[config.mk]
export PLATFORM = sky130hd
export DESIGN_NAME = uart_rx_tagfifo
export DESIGN_NICKNAME = d
export VERILOG_FILES = /design/src/rtl/uart_rx_pkg.sv /design/src/rtl/uart_rx_sync.sv /design/src/rtl/uart_rx_deser.sv /design/src/rtl/uart_rx_fifo.sv /design/src/rtl/uart_rx_tagfifo.sv
export SDC_FILE = /design/constraint.sdc
export NUM_CORES = 1
export LEC_CHECK = 0
export ABC_AREA = 1
export CAP_MARGIN = 20
export CORE_MARGIN = 5
export CORE_UTILIZATION = 62
export CTS_CLUSTER_DIAMETER = 40
export DETAILED_ROUTE_END_ITERATION = 16
export PLACE_DENSITY = 0.79
export SLEW_MARGIN = 20
export SYNTH_ARGS = -nofsm -noshare
export SYNTH_HDL_FRONTEND = slang
export SYNTH_SLANG_ARGS = --single-unit
[constraint.sdc]
create_clock -name clk_i -period 3.1 [get_ports clk_i]
set_clock_uncertainty 0.1 [all_clocks]
set_input_delay 0.775 -clock clk_i [delete_from_list [all_inputs] [get_ports clk_i]]
set_output_delay 0.775 -clock clk_i [all_outputs]
set_load 0.01 [all_outputs]
[src/rtl/uart_rx_pkg.sv]
`timescale 1ns/1ps
package uart_rx_pkg;

  typedef enum logic [1:0] {
    PAR_NONE = 2'd0,
    PAR_EVEN = 2'd1,
    PAR_ODD  = 2'd2
  } par_mode_e;

  typedef struct packed {
    logic brk;
    logic frm;
    logic par;
  } rx_tag_t;

  localparam int unsigned TAG_W = $bits(rx_tag_t);

  function automatic logic tag_any(rx_tag_t t);
    return t.brk | t.frm | t.par;
  endfunction

endpackage

[src/rtl/uart_rx_sync.sv]
`timescale 1ns/1ps
module uart_rx_sync #(
  parameter int unsigned STAGES  = 2,
  parameter logic        RST_VAL = 1'b1
) (
  input  logic clk_i,
  input  logic rst_ni,
  input  logic d_i,
  output logic q_o
);

  generate
    if (STAGES <= 1) begin : g_one
      logic q_q;
      always_ff @(posedge clk_i or negedge rst_ni) begin
        if (!rst_ni) q_q <= RST_VAL;
        else         q_q <= d_i;
      end
      assign q_o = q_q;
    end else begin : g_chain
      logic [STAGES-1:0] pipe_q;
      always_ff @(posedge clk_i or negedge rst_ni) begin
        if (!rst_ni) pipe_q <= {STAGES{RST_VAL}};
        else         pipe_q <= {pipe_q[STAGES-2:0], d_i};
      end
      assign q_o = pipe_q[STAGES-1];
    end
  endgenerate

endmodule

[src/rtl/uart_rx_deser.sv]
`timescale 1ns/1ps
module uart_rx_deser import uart_rx_pkg::*; #(
  parameter int unsigned DATA_W    = 8,
  parameter int unsigned OVS       = 16,
  parameter int unsigned STOP_BITS = 1,
  parameter par_mode_e   PAR_MODE  = PAR_EVEN
) (
  input  logic              clk_i,
  input  logic              rst_ni,
  input  logic              rx_i,
  input  logic              tick_i,
  output logic              wr_o,
  output logic [DATA_W-1:0] wr_data_o,
  output rx_tag_t           wr_tag_o,
  output logic              brk_wait_o
);

  localparam int unsigned CNT_W  = $clog2(OVS);
  localparam int unsigned MID    = OVS / 2 - 1;
  localparam int unsigned BC_MAX = (DATA_W > STOP_BITS) ? DATA_W : STOP_BITS;
  localparam int unsigned BC_W   = $clog2(BC_MAX + 1);
  localparam logic        ODD    = (PAR_MODE == PAR_ODD);

  typedef enum logic [2:0] {
    S_IDLE, S_START, S_DATA, S_PAR, S_STOP, S_BRKW
  } st_e;

  st_e               st_q;
  logic [CNT_W-1:0]  os_cnt_q;
  logic [BC_W-1:0]   bit_cnt_q;
  logic [DATA_W-1:0] sh_q;
  logic              par_acc_q;
  logic              par_err_q;
  logic              frm_err_q;
  logic              any_high_q;

  logic samp, mid_hit, last_data, last_stop, frm_now, brk_now, par_bad;

  always_comb begin
    samp      = tick_i && (os_cnt_q == CNT_W'(OVS - 1));
    mid_hit   = tick_i && (os_cnt_q == CNT_W'(MID));
    last_data = (bit_cnt_q == BC_W'(DATA_W - 1));
    last_stop = (bit_cnt_q == BC_W'(STOP_BITS - 1));
    // only the first stop bit decides framing
    frm_now   = (bit_cnt_q == '0) ? !rx_i : frm_err_q;
    // break: no bit of the whole frame was ever high
    brk_now   = !(any_high_q | rx_i);
    par_bad   = par_acc_q ^ rx_i ^ ODD;
  end

  always_ff @(posedge clk_i or negedge rst_ni) begin
    if (!rst_ni) begin
      st_q       <= S_IDLE;
      os_cnt_q   <= '0;
      bit_cnt_q  <= '0;
      sh_q       <= '0;
      par_acc_q  <= 1'b0;
      par_err_q  <= 1'b0;
      frm_err_q  <= 1'b0;
      any_high_q <= 1'b0;
      wr_o       <= 1'b0;
      wr_data_o  <= '0;
      wr_tag_o   <= '0;
    end else begin
      wr_o <= 1'b0;
      unique case (st_q)
        S_IDLE: begin
          if (tick_i && !rx_i) begin
            st_q     <= S_START;
            os_cnt_q <= '0;
          end
        end
        S_START: begin
          if (mid_hit) begin
            // start must still be low at its midpoint
            st_q       <= rx_i ? S_IDLE : S_DATA;
            os_cnt_q   <= '0;
            bit_cnt_q  <= '0;
            par_acc_q  <= 1'b0;
            par_err_q  <= 1'b0;
            frm_err_q  <= 1'b0;
            any_high_q <= 1'b0;
          end else if (tick_i) begin
            os_cnt_q <= os_cnt_q + CNT_W'(1);
          end
        end
        S_DATA: begin
          if (samp) begin
            os_cnt_q   <= '0;
            sh_q       <= {rx_i, sh_q[DATA_W-1:1]};
            par_acc_q  <= par_acc_q ^ rx_i;
            any_high_q <= any_high_q | rx_i;
            if (last_data) begin
              bit_cnt_q <= '0;
              st_q      <= (PAR_MODE == PAR_NONE) ? S_STOP : S_PAR;
            end else begin
              bit_cnt_q <= bit_cnt_q + BC_W'(1);
            end
          end else if (tick_i) begin
            os_cnt_q <= os_cnt_q + CNT_W'(1);
          end
        end
        S_PAR: begin
          if (samp) begin
            os_cnt_q   <= '0;
            par_err_q  <= par_bad;
            any_high_q <= any_high_q | rx_i;
            st_q       <= S_STOP;
          end else if (tick_i) begin
            os_cnt_q <= os_cnt_q + CNT_W'(1);
          end
        end
        S_STOP: begin
          if (samp) begin
            os_cnt_q   <= '0;
            frm_err_q  <= frm_now;
            any_high_q <= any_high_q | rx_i;
            if (last_stop) begin
              bit_cnt_q    <= '0;
              wr_o         <= 1'b1;
              wr_data_o    <= brk_now ? '0 : sh_q;
              wr_tag_o.brk <= brk_now;
              wr_tag_o.frm <= frm_now | brk_now;
              wr_tag_o.par <= par_err_q & !brk_now;
              st_q         <= brk_now ? S_BRKW : S_IDLE;
            end else begin
              bit_cnt_q <= bit_cnt_q + BC_W'(1);
            end
          end else if (tick_i) begin
            os_cnt_q <= os_cnt_q + CNT_W'(1);
          end
        end
        S_BRKW: begin
          if (rx_i) st_q <= S_IDLE;
        end
        default: st_q <= S_IDLE;
      endcase
    end
  end

  assign brk_wait_o = (st_q == S_BRKW);

endmodule

[src/rtl/uart_rx_fifo.sv]
`timescale 1ns/1ps
module uart_rx_fifo import uart_rx_pkg::*; #(
  parameter int unsigned DATA_W = 8,
  parameter int unsigned DEPTH  = 16
) (
  input  logic              clk_i,
  input  logic              rst_ni,
  input  logic              wr_i,
  input  logic [DATA_W-1:0] wr_data_i,
  input  rx_tag_t           wr_tag_i,
  input  logic              rd_i,
  input  logic              ovr_clr_i,
  output logic [DATA_W-1:0] hd_data_o,
  output rx_tag_t           hd_tag_o,
  output logic              empty_o,
  output logic              full_o,
  output logic              ovr_o,
  output logic              err_any_o
);

  localparam int unsigned AW = (DEPTH > 1) ? $clog2(DEPTH) : 1;
  localparam int unsigned CW = $clog2(DEPTH + 1);

  logic [DATA_W-1:0] mem_d [DEPTH];
  rx_tag_t           mem_t [DEPTH];

  logic [AW-1:0] wr_ptr_q, rd_ptr_q;
  logic [CW-1:0] cnt_q, err_cnt_q;
  logic          ovr_q;
  logic          wr_ok, rd_ok, err_inc, err_dec;

  assign empty_o = (cnt_q == '0);
  assign full_o  = (cnt_q == CW'(DEPTH));
  assign wr_ok   = wr_i && !full_o;
  assign rd_ok   = rd_i && !empty_o;
  assign err_inc = wr_ok && tag_any(wr_tag_i);
  assign err_dec = rd_ok && tag_any(mem_t[rd_ptr_q]);

  always_ff @(posedge clk_i) begin
    if (wr_ok) begin
      mem_d[wr_ptr_q] <= wr_data_i;
      mem_t[wr_ptr_q] <= wr_tag_i;
    end
  end

  always_ff @(posedge clk_i or negedge rst_ni) begin
    if (!rst_ni) begin
      wr_ptr_q  <= '0;
      rd_ptr_q  <= '0;
      cnt_q     <= '0;
      err_cnt_q <= '0;
      ovr_q     <= 1'b0;
    end else begin
      if (wr_ok) wr_ptr_q <= (wr_ptr_q == AW'(DEPTH - 1)) ? '0 : wr_ptr_q + AW'(1);
      if (rd_ok) rd_ptr_q <= (rd_ptr_q == AW'(DEPTH - 1)) ? '0 : rd_ptr_q + AW'(1);
      unique case ({wr_ok, rd_ok})
        2'b10:   cnt_q <= cnt_q + CW'(1);
        2'b01:   cnt_q <= cnt_q - CW'(1);
        default: cnt_q <= cnt_q;
      endcase
      unique case ({err_inc, err_dec})
        2'b10:   err_cnt_q <= err_cnt_q + CW'(1);
        2'b01:   err_cnt_q <= err_cnt_q - CW'(1);
        default: err_cnt_q <= err_cnt_q;
      endcase
      // a new overrun beats a clear in the same cycle
      if (wr_i && full_o) ovr_q <= 1'b1;
      else if (ovr_clr_i) ovr_q <= 1'b0;
    end
  end

  assign hd_data_o = empty_o ? '0 : mem_d[rd_ptr_q];
  assign hd_tag_o  = empty_o ? '0 : mem_t[rd_ptr_q];
  assign ovr_o     = ovr_q;
  assign err_any_o = (err_cnt_q != '0);

endmodule

[src/rtl/uart_rx_tagfifo.sv]
`timescale 1ns/1ps
module uart_rx_tagfifo import uart_rx_pkg::*; #(
  parameter int unsigned DATA_W      = 8,
  parameter int unsigned DEPTH       = 16,
  parameter int unsigned OVS         = 16,
  parameter int unsigned STOP_BITS   = 1,
  parameter int unsigned SYNC_STAGES = 2,
  parameter par_mode_e   PAR_MODE    = PAR_EVEN
) (
  input  logic              clk_i,
  input  logic              rst_ni,
  input  logic              rx_i,
  input  logic              tick_i,
  input  logic              rd_i,
  input  logic              stat_rd_i,
  output logic [DATA_W-1:0] rx_data_o,
  output logic              rx_rdy_o,
  output logic              par_err_o,
  output logic              frm_err_o,
  output logic              brk_o,
  output logic              ovr_o,
  output logic              fifo_err_o
);

  logic              rx_s;
  logic              wr_pulse;
  logic [DATA_W-1:0] wr_data;
  rx_tag_t           wr_tag;
  rx_tag_t           hd_tag;
  logic              fifo_empty;
  logic              fifo_full;
  logic              brk_wait;

  uart_rx_sync #(
    .STAGES  (SYNC_STAGES),
    .RST_VAL (1'b1)
  ) u_sync (
    .clk_i  (clk_i),
    .rst_ni (rst_ni),
    .d_i    (rx_i),
    .q_o    (rx_s)
  );

  uart_rx_deser #(
    .DATA_W    (DATA_W),
    .OVS       (OVS),
    .STOP_BITS (STOP_BITS),
    .PAR_MODE  (PAR_MODE)
  ) u_deser (
    .clk_i      (clk_i),
    .rst_ni     (rst_ni),
    .rx_i       (rx_s),
    .tick_i     (tick_i),
    .wr_o       (wr_pulse),
    .wr_data_o  (wr_data),
    .wr_tag_o   (wr_tag),
    .brk_wait_o (brk_wait)
  );

  uart_rx_fifo #(
    .DATA_W (DATA_W),
    .DEPTH  (DEPTH)
  ) u_fifo (
    .clk_i     (clk_i),
    .rst_ni    (rst_ni),
    .wr_i      (wr_pulse),
    .wr_data_i (wr_data),
    .wr_tag_i  (wr_tag),
    .rd_i      (rd_i),
    .ovr_clr_i (stat_rd_i),
    .hd_data_o (rx_data_o),
    .hd_tag_o  (hd_tag),
    .empty_o   (fifo_empty),
    .full_o    (fifo_full),
    .ovr_o     (ovr_o),
    .err_any_o (fifo_err_o)
  );

  assign rx_rdy_o  = !fifo_empty;
  assign par_err_o = hd_tag.par;
  assign frm_err_o = hd_tag.frm;
  assign brk_o     = hd_tag.brk;

endmodule

== Yosys cells after proc, flatten, opt, wreduce, memory -nomap -nowiden ==
Memory sizes are Yosys's and may differ from the RTL's.
Index checks and enable logic that the tools add are counted.

* Add/subtract/negate cells: 8
* $mul: 0
* Div/mod/pow operators: 0
* Order comparisons: 0
* Equal/unequal tests: 24
* Shifts and indexed selects: 0
* Muxes and demuxes: 45
* Bitwise logic cells: 8
* Reduce and logical (&&, ||, !) cells: 35

{| class="wikitable"
|+ Operator list
! operator !! count
|-
| $mux 4 || 11
|-
| $mux 3 || 10
|-
| $pmux 4 s3 || 2
|-
| $pmux 5 s2 || 2
|-
| $ne 2x1->1 const B || 9
|-
| $pmux 3 s6 || 1
|-
| $add 4x1->4 const B || 4
|-
| $mux 8 || 2
|-
| $reduce_and 3->1 || 5
|-
| $reduce_bool 2->1 || 7
|-
| $eq 4x4->1 const B || 3
|-
| $mux 1 || 12
|-
| $add 5x1->5 const B || 2
|-
| $sub 5x1->5 const B || 2
|-
| $eq 4x3->1 const B || 2
|-
| $logic_and 1x1->1 || 8
|-
| $pmux 1 s2 || 4
|-
| $reduce_and 8->1 || 1
|-
| $eq 3x2->1 const B || 2
|-
| $eq 3x3->1 const B || 2
|-
| $or 1x1->1 || 6
|-
| $reduce_bool 3->1 || 2
|-
| $eq 5x5->1 const B || 1
|-
| $logic_not 5->1 || 1
|-
| other kinds (13) || 19
|}

* Flip-flop bits (word level): 56
* Bits in latches: 0
* Memory bits (writable): 176
* ROM bits: 0
* Input bits: 6
* Logic and storage cells: 141
* Memories: 2

{| class="wikitable"
|+ Memory list
! name !! words !! bits a word !! read ports !! clocked after Yosys merged registers in !! write ports !! line !! text
|-
| u_fifo.mem_d || 16 || 8 || 1 || 0 || 1 || uart_rx_fifo.sv:24 || <nowiki>logic [DATA_W-1:0] mem_d [DEPTH];</nowiki>
|-
| u_fifo.mem_t || 16 || 3 || 1 || 0 || 1 || uart_rx_fifo.sv:25 || <nowiki>rx_tag_t mem_t [DEPTH];</nowiki>
|}

== Logic depth before layout (Yosys ltp) ==
* Word-level depth: 6
* Depth in mapped cells: 18
* Mapped depth without buffers: 17

== Hierarchy ==
A second synthesis with hierarchy kept.

* Cell total of the unflattened synthesis: 961
* Area, all modules: 10353.7 sq um

{| class="wikitable"
|+ Modules (own cells, without submodules)
! module !! instances !! cells an instance !! area each (sq um)
|-
| uart_rx_fifo || 1 || 729 || 8398.1
|-
| uart_rx_deser || 1 || 229 || 1899.3
|-
| uart_rx_sync || 1 || 2 || 52.6
|-
| uart_rx_tagfifo || 1 || 1 || 3.8
|}

== Worst setup path before layout ==
No wires, ideal clock.

* Kind: register to register
* Start point: reg u_fifo.rd_ptr_q[1]
* End point: reg u_fifo.err_cnt_q[4]
* Library setup time: 0.065 ns
* Arrival time: 2.465 ns
* Required time: 2.935 ns
* Slack: 0.470 ns
* Cell stages (with the launch flop): 19
* Buffers on the path: 2
* Clock period less this slack: 2.630 ns
* Cells stage by stage: dfrtp_1 > buf_2 > nor2_2 > buf_2 > nand3_1 > nand2_1 > nor2_1 > nand2_1 > nand2_1 > nor2_1 > a21oi_1 > ha_1 > fa_1 > nand2_1 > nand2_1 > a21oi_1 > xor2_1 > nand2_1 > nand2_1

* Longest elaborated chain between the ends: 6
* Elaborated cells between the ends (all ways): 8

{| class="wikitable"
|+ RTL lines
! item !! line !! text
|-
| from (decl) || uart_rx_fifo.sv:27 || <nowiki>logic [AW-1:0] wr_ptr_q, rd_ptr_q;</nowiki>
|-
| from (signal assigned) || uart_rx_fifo.sv:55 || <nowiki>if (rd_ok) rd_ptr_q <= (rd_ptr_q == AW'(DEPTH - 1)) ? '0 : rd_ptr_q + AW'(1);</nowiki>
|-
| $mem_v2 16x3 * || -- ||
|-
| $or 1x1->1 || uart_rx_pkg.sv:19 || <nowiki>return t.brk | t.frm | t.par;</nowiki>
|-
| $or 1x1->1 * || uart_rx_pkg.sv:19 ||
|-
| $logic_and 1x1->1 * || uart_rx_fifo.sv:37 || <nowiki>assign err_dec = rd_ok && tag_any(mem_t[rd_ptr_q]);</nowiki>
|-
| $eq 2x1->1 or $eq 2x2->1 (tied branches) || uart_rx_fifo.sv:61 || <nowiki>unique case ({err_inc, err_dec})</nowiki>
|-
| $pmux 5 s2 or $reduce_bool 2->1 (tied branches) || -- ||
|-
| to (signal assigned) || uart_rx_fifo.sv:62 || <nowiki>2'b10: err_cnt_q <= err_cnt_q + CW'(1);</nowiki>
|-
| to (signal assigned) || uart_rx_fifo.sv:63 || <nowiki>2'b01: err_cnt_q <= err_cnt_q - CW'(1);</nowiki>
|-
| to (signal assigned) || uart_rx_fifo.sv:64 || <nowiki>default: err_cnt_q <= err_cnt_q;</nowiki>
|-
| to (decl) || uart_rx_fifo.sv:28 || <nowiki>logic [CW-1:0] cnt_q, err_cnt_q;</nowiki>
|}

Every way passes the cells marked *; elsewhere a longest branch is shown, timed or not.
A chain may end at the register's enable or synchronous reset.

== Worst setup path after layout ==
* Start point: reg u_fifo.rd_ptr_q[0]
* End point: out brk_o

* Longest elaborated chain between the ends: 2

{| class="wikitable"
|+ RTL lines
! item !! line !! text
|-
| $mem_v2 16x3 || -- ||
|-
| $mux 3 || uart_rx_fifo.sv:73 || <nowiki>assign hd_tag_o = empty_o ? '0 : mem_t[rd_ptr_q];</nowiki>
|-
| to (decl) || uart_rx_tagfifo.sv:20 || <nowiki>output logic brk_o,</nowiki>
|}

No other way between the ends.

==> results.json <==
{
  "cp_slowest_cell": "dfrtp_2",
  "insertion_delay_ns": 0.52,
  "post-place-ws_ns": 0.0444,
  "powerDensity_nw_per_um2": 912,
  "clk_pin_slew_ns": 0.06,
  "rrSetupSlack_ns": 0.17,
  "cts_tree": "yes",
  "setup_viol": 0,
  "mostFrequentLayoutCells": "228 x nand2_1, 176 x edfxtp_1, 74 x nor2_1, 59 x o21ai_0, 58 x inv_1",
  "start_kind": "flip-flop",
  "hp-class": "input port to asynchronous set/reset pin",
  "drive_gt1_share_pct": 15.7,
  "cp_max_fo": 22,
  "core_um2": 15800,
  "rows": 46,
  "synth_top_area_share_pct": 53.0,
  "syn-num-nets": 924,
  "cp_slowest_stage_delay_ns": 0.49,
  "root_buffer": "clkbuf_16",
  "synth_area_um2": 9960,
  "worstSetupEndpointType": "primary output",
  "dieArea_um2": 18700,
  "r2r_start": "u_fifo.rd_ptr_q[0]",
  "cp.required_ns": 2.22,
  "period_needed_ns": 3.08,
  "multiInputGateArea_um2": 2990,
  "htree_levels": 1,
  "cpMostUsedCell": "nand2_1",
  "dr.first_iter.drc_count": 880,
  "slew_headroom_pct": 26.5,
  "ir_worst_vdd_uv": 767,
  "seqCellArea_um2": 6690,
  "synth_area_leader_cell": "edfxtp_1",
  "syn_to_final_growth_pct": 16.8,
  "antenna_cells": 0,
  "grt_pass1_wl_um": 35000,
  "cp.arrival_ns": 2.21,
  "nFillCells": 1007,
  "cts.sinks": 232,
  "syn-instance-count": 900,
  "die_w_um": 137,
  "synth_seq_cells": 232,
  "dp_hpwl_um": 13400,
  "endpoint": "brk_o",
  "finalHoldViolCount": 0,
  "max-clock-path-buffers": 3,
  "fin_ws_ns": 0.0150,
  "cts_made_buffers": 28,
  "avgSynthCellArea_um2": 11.1,
  "crit_chain": "inv_6 -> buf_12 -> nand2_1 -> nand3_1 -> nand2_1 -> nor2_1 -> nand2_1 -> a21oi_2 -> clkdlybuf4s15_2",
  "die_y_um": 137,
  "leakage_nw": 4.59,
  "grt_max_degree": 42,
  "r2r_end": "u_fifo.err_cnt_q[3]",
  "synthDistinctLibCells": 42,
  "final_common_cell": "nand2_1",
  "ioPinCount": 20,
  "via_per_inst": 5.75,
  "place_area_um2": 10500,
  "rsz0062_at_grt": "yes",
  "hold_slack_ns": 0.117,
  "grt_pass1_vias": 6515,
  "r2r_cells": 17,
  "setup.worst_path.start": "u_fifo.rd_ptr_q[0]",
  "synth_area_leaders": "edfxtp_1 53%, dfrtp_1 14%, nand2_1 8.6%, nor2_1 3.2%, o21ai_0 3.1%",
  "worst_slew_pin_slew_ns": 1.10,
  "grt.total_usage_pct": 24.4,
  "start_util_pct": 63.0,
  "instances_no_fill": 1185,
  "drv_cap": 0,
  "drc": 0,
  "antenna_found_initial": 0,
  "status": "complete, no violations",
  "postRouteAntennaNets": 0,
  "dp.cells": 1125,
  "layout.nets": 972,
  "fmax_ghz": 0.324,
  "wl_per_cell_um": 19.0,
  "drt_pass1_iterations": 6,
  "gr-total-overflow": 0,
  "slew_viol_final": 0,
  "portBuffers": 19,
  "period_share_pct": 99.5,
  "ys_warn_count": 0,
  "design_area_um2": 11600,
  "totalWireLength_um": 22500,
  "crit_type": "flip-flop to primary output",
  "ys_seq_area_share_pct": 67.1,
  "gp_congestion": 0.847,
  "vias": 6818
}
==> layout make-up <==
class	count	area share (%)
Inverter	68	2.24
Multi-Input combinational cell	569	25.7
Tap cell	216	2.32
Clock buffer	31	6.30
Clock inverter	20	1.63
Timing Repair Buffer	49	4.28
Sequential cell	232	57.5
==> sequential cells by signal (all words and copies together), names as in the netlist, 4 cells and up <==
signal,flops
u_deser.sh_q,8
u_deser.wr_data_o,8
u_fifo.cnt_q,5
u_fifo.mem_t,48
u_fifo.mem_d,128
u_deser.os_cnt_q,4
u_fifo.rd_ptr_q,4
u_fifo.err_cnt_q,5
u_fifo.wr_ptr_q,4
u_deser.bit_cnt_q,4
==> worst max-delay path: cells and delay by family (launching register included) <==
family / cells / cell delay, ns
buffers and inverters: 3 / 0.54
AND/OR/NAND/NOR: 5 / 0.50
flip-flops: 1 / 0.49
AO/OA/AOI/OAI: 1 / 0.16
==> per-layer routing <==
metal	wire length, um	global-route usage (%)	vias to the layer above	part of all wire (%)
met2	11200	40.8	289	50
met4	432	6.21	0	1.9
met5	0	0	-	0
li1	-	-	3200	-
met1	9290	33.4	3293	41
met3	1620	4.78	36	7.2
==> synthesized netlist by cell type, drive strengths merged <==
cell type,instances
o21ai,77
a22o,2
edfxtp,176
a2bb2oi,1
o211ai,4
dfrtp,54
a21oi,40
a21boi,1
clkbuf,13
or2,1
nand2,234
o22ai,19
ha,16
inv,67
buf,18
xnor2,5
nand3,41
o22a,1
o31ai,3
clkinv,1
nor4,1
a211oi,8
a22oi,1
dfstp,2
mux2i,8
fa,2
xor2,6
nor2,90
nor3,3
nand4,5
==> through the flow <==
stage / TNS [ns] / util (%) / power, W
4_1_cts: -0.0000595 / 73.1 / 0.0105
3_5_place_dp: 0 / 66.2 / 0.00708
3_3_place_gp: 0 / 66.2 / 0.00698
2_1_floorplan: 0 / - / 0.00593
5_1_grt: -0.250 / 73.5 / 0.0112
6_report: 0 / 73.5 / 0.0106
==> timing repair <==
item,CTS,global route
cloned,3,0
hold buffers,0,0
buffers inserted,2,5
pin swaps,8,6
resized for setup,48,24
setup endpoints to repair,12,15
==> worst min-delay path by stage <==
| stage | to | slack (ns) | cells after the start |
|---|---|---|---|
| CTS | u_fifo.err_cnt_q[1] | 0.13 | 1 |
| global route | u_fifo.err_cnt_q[1] | 0.16 | 1 |
| finish | u_fifo.err_cnt_q[1] | 0.12 | 1 |
| detailed placement | u_sync.g_chain.pipe_q[1] | 0.25 | 0 |
| global placement | u_sync.g_chain.pipe_q[1] | 0.25 | 0 |
| floorplan | u_sync.g_chain.pipe_q[1] | 0.25 | 0 |
==> cells by family after synthesis <==
group                      Yosys count  share of synthesized area, %
and+or+nand+nor                    375                          15.5
adders and majority gates           18                          2.41
DFF                                232                          67.1
buffers and inverters               99                          4.02
xor gates and xnor gates            11                         0.967
muxes                                8                         0.804
AOI/OAI and AO/OA                  157                          9.17
==> power by group <==
| group | leakage [nW] | switching [W] | internal [W] |
|---|---|---|---|
| combinational | 1.76 | 0.00231 | 0.00144 |
| clock | 0.452 | 0.00125 | 0.00196 |
| sequential | 2.38 | 0.000191 | 0.00346 |
Note: power is estimated with default switching activity, not from simulation.
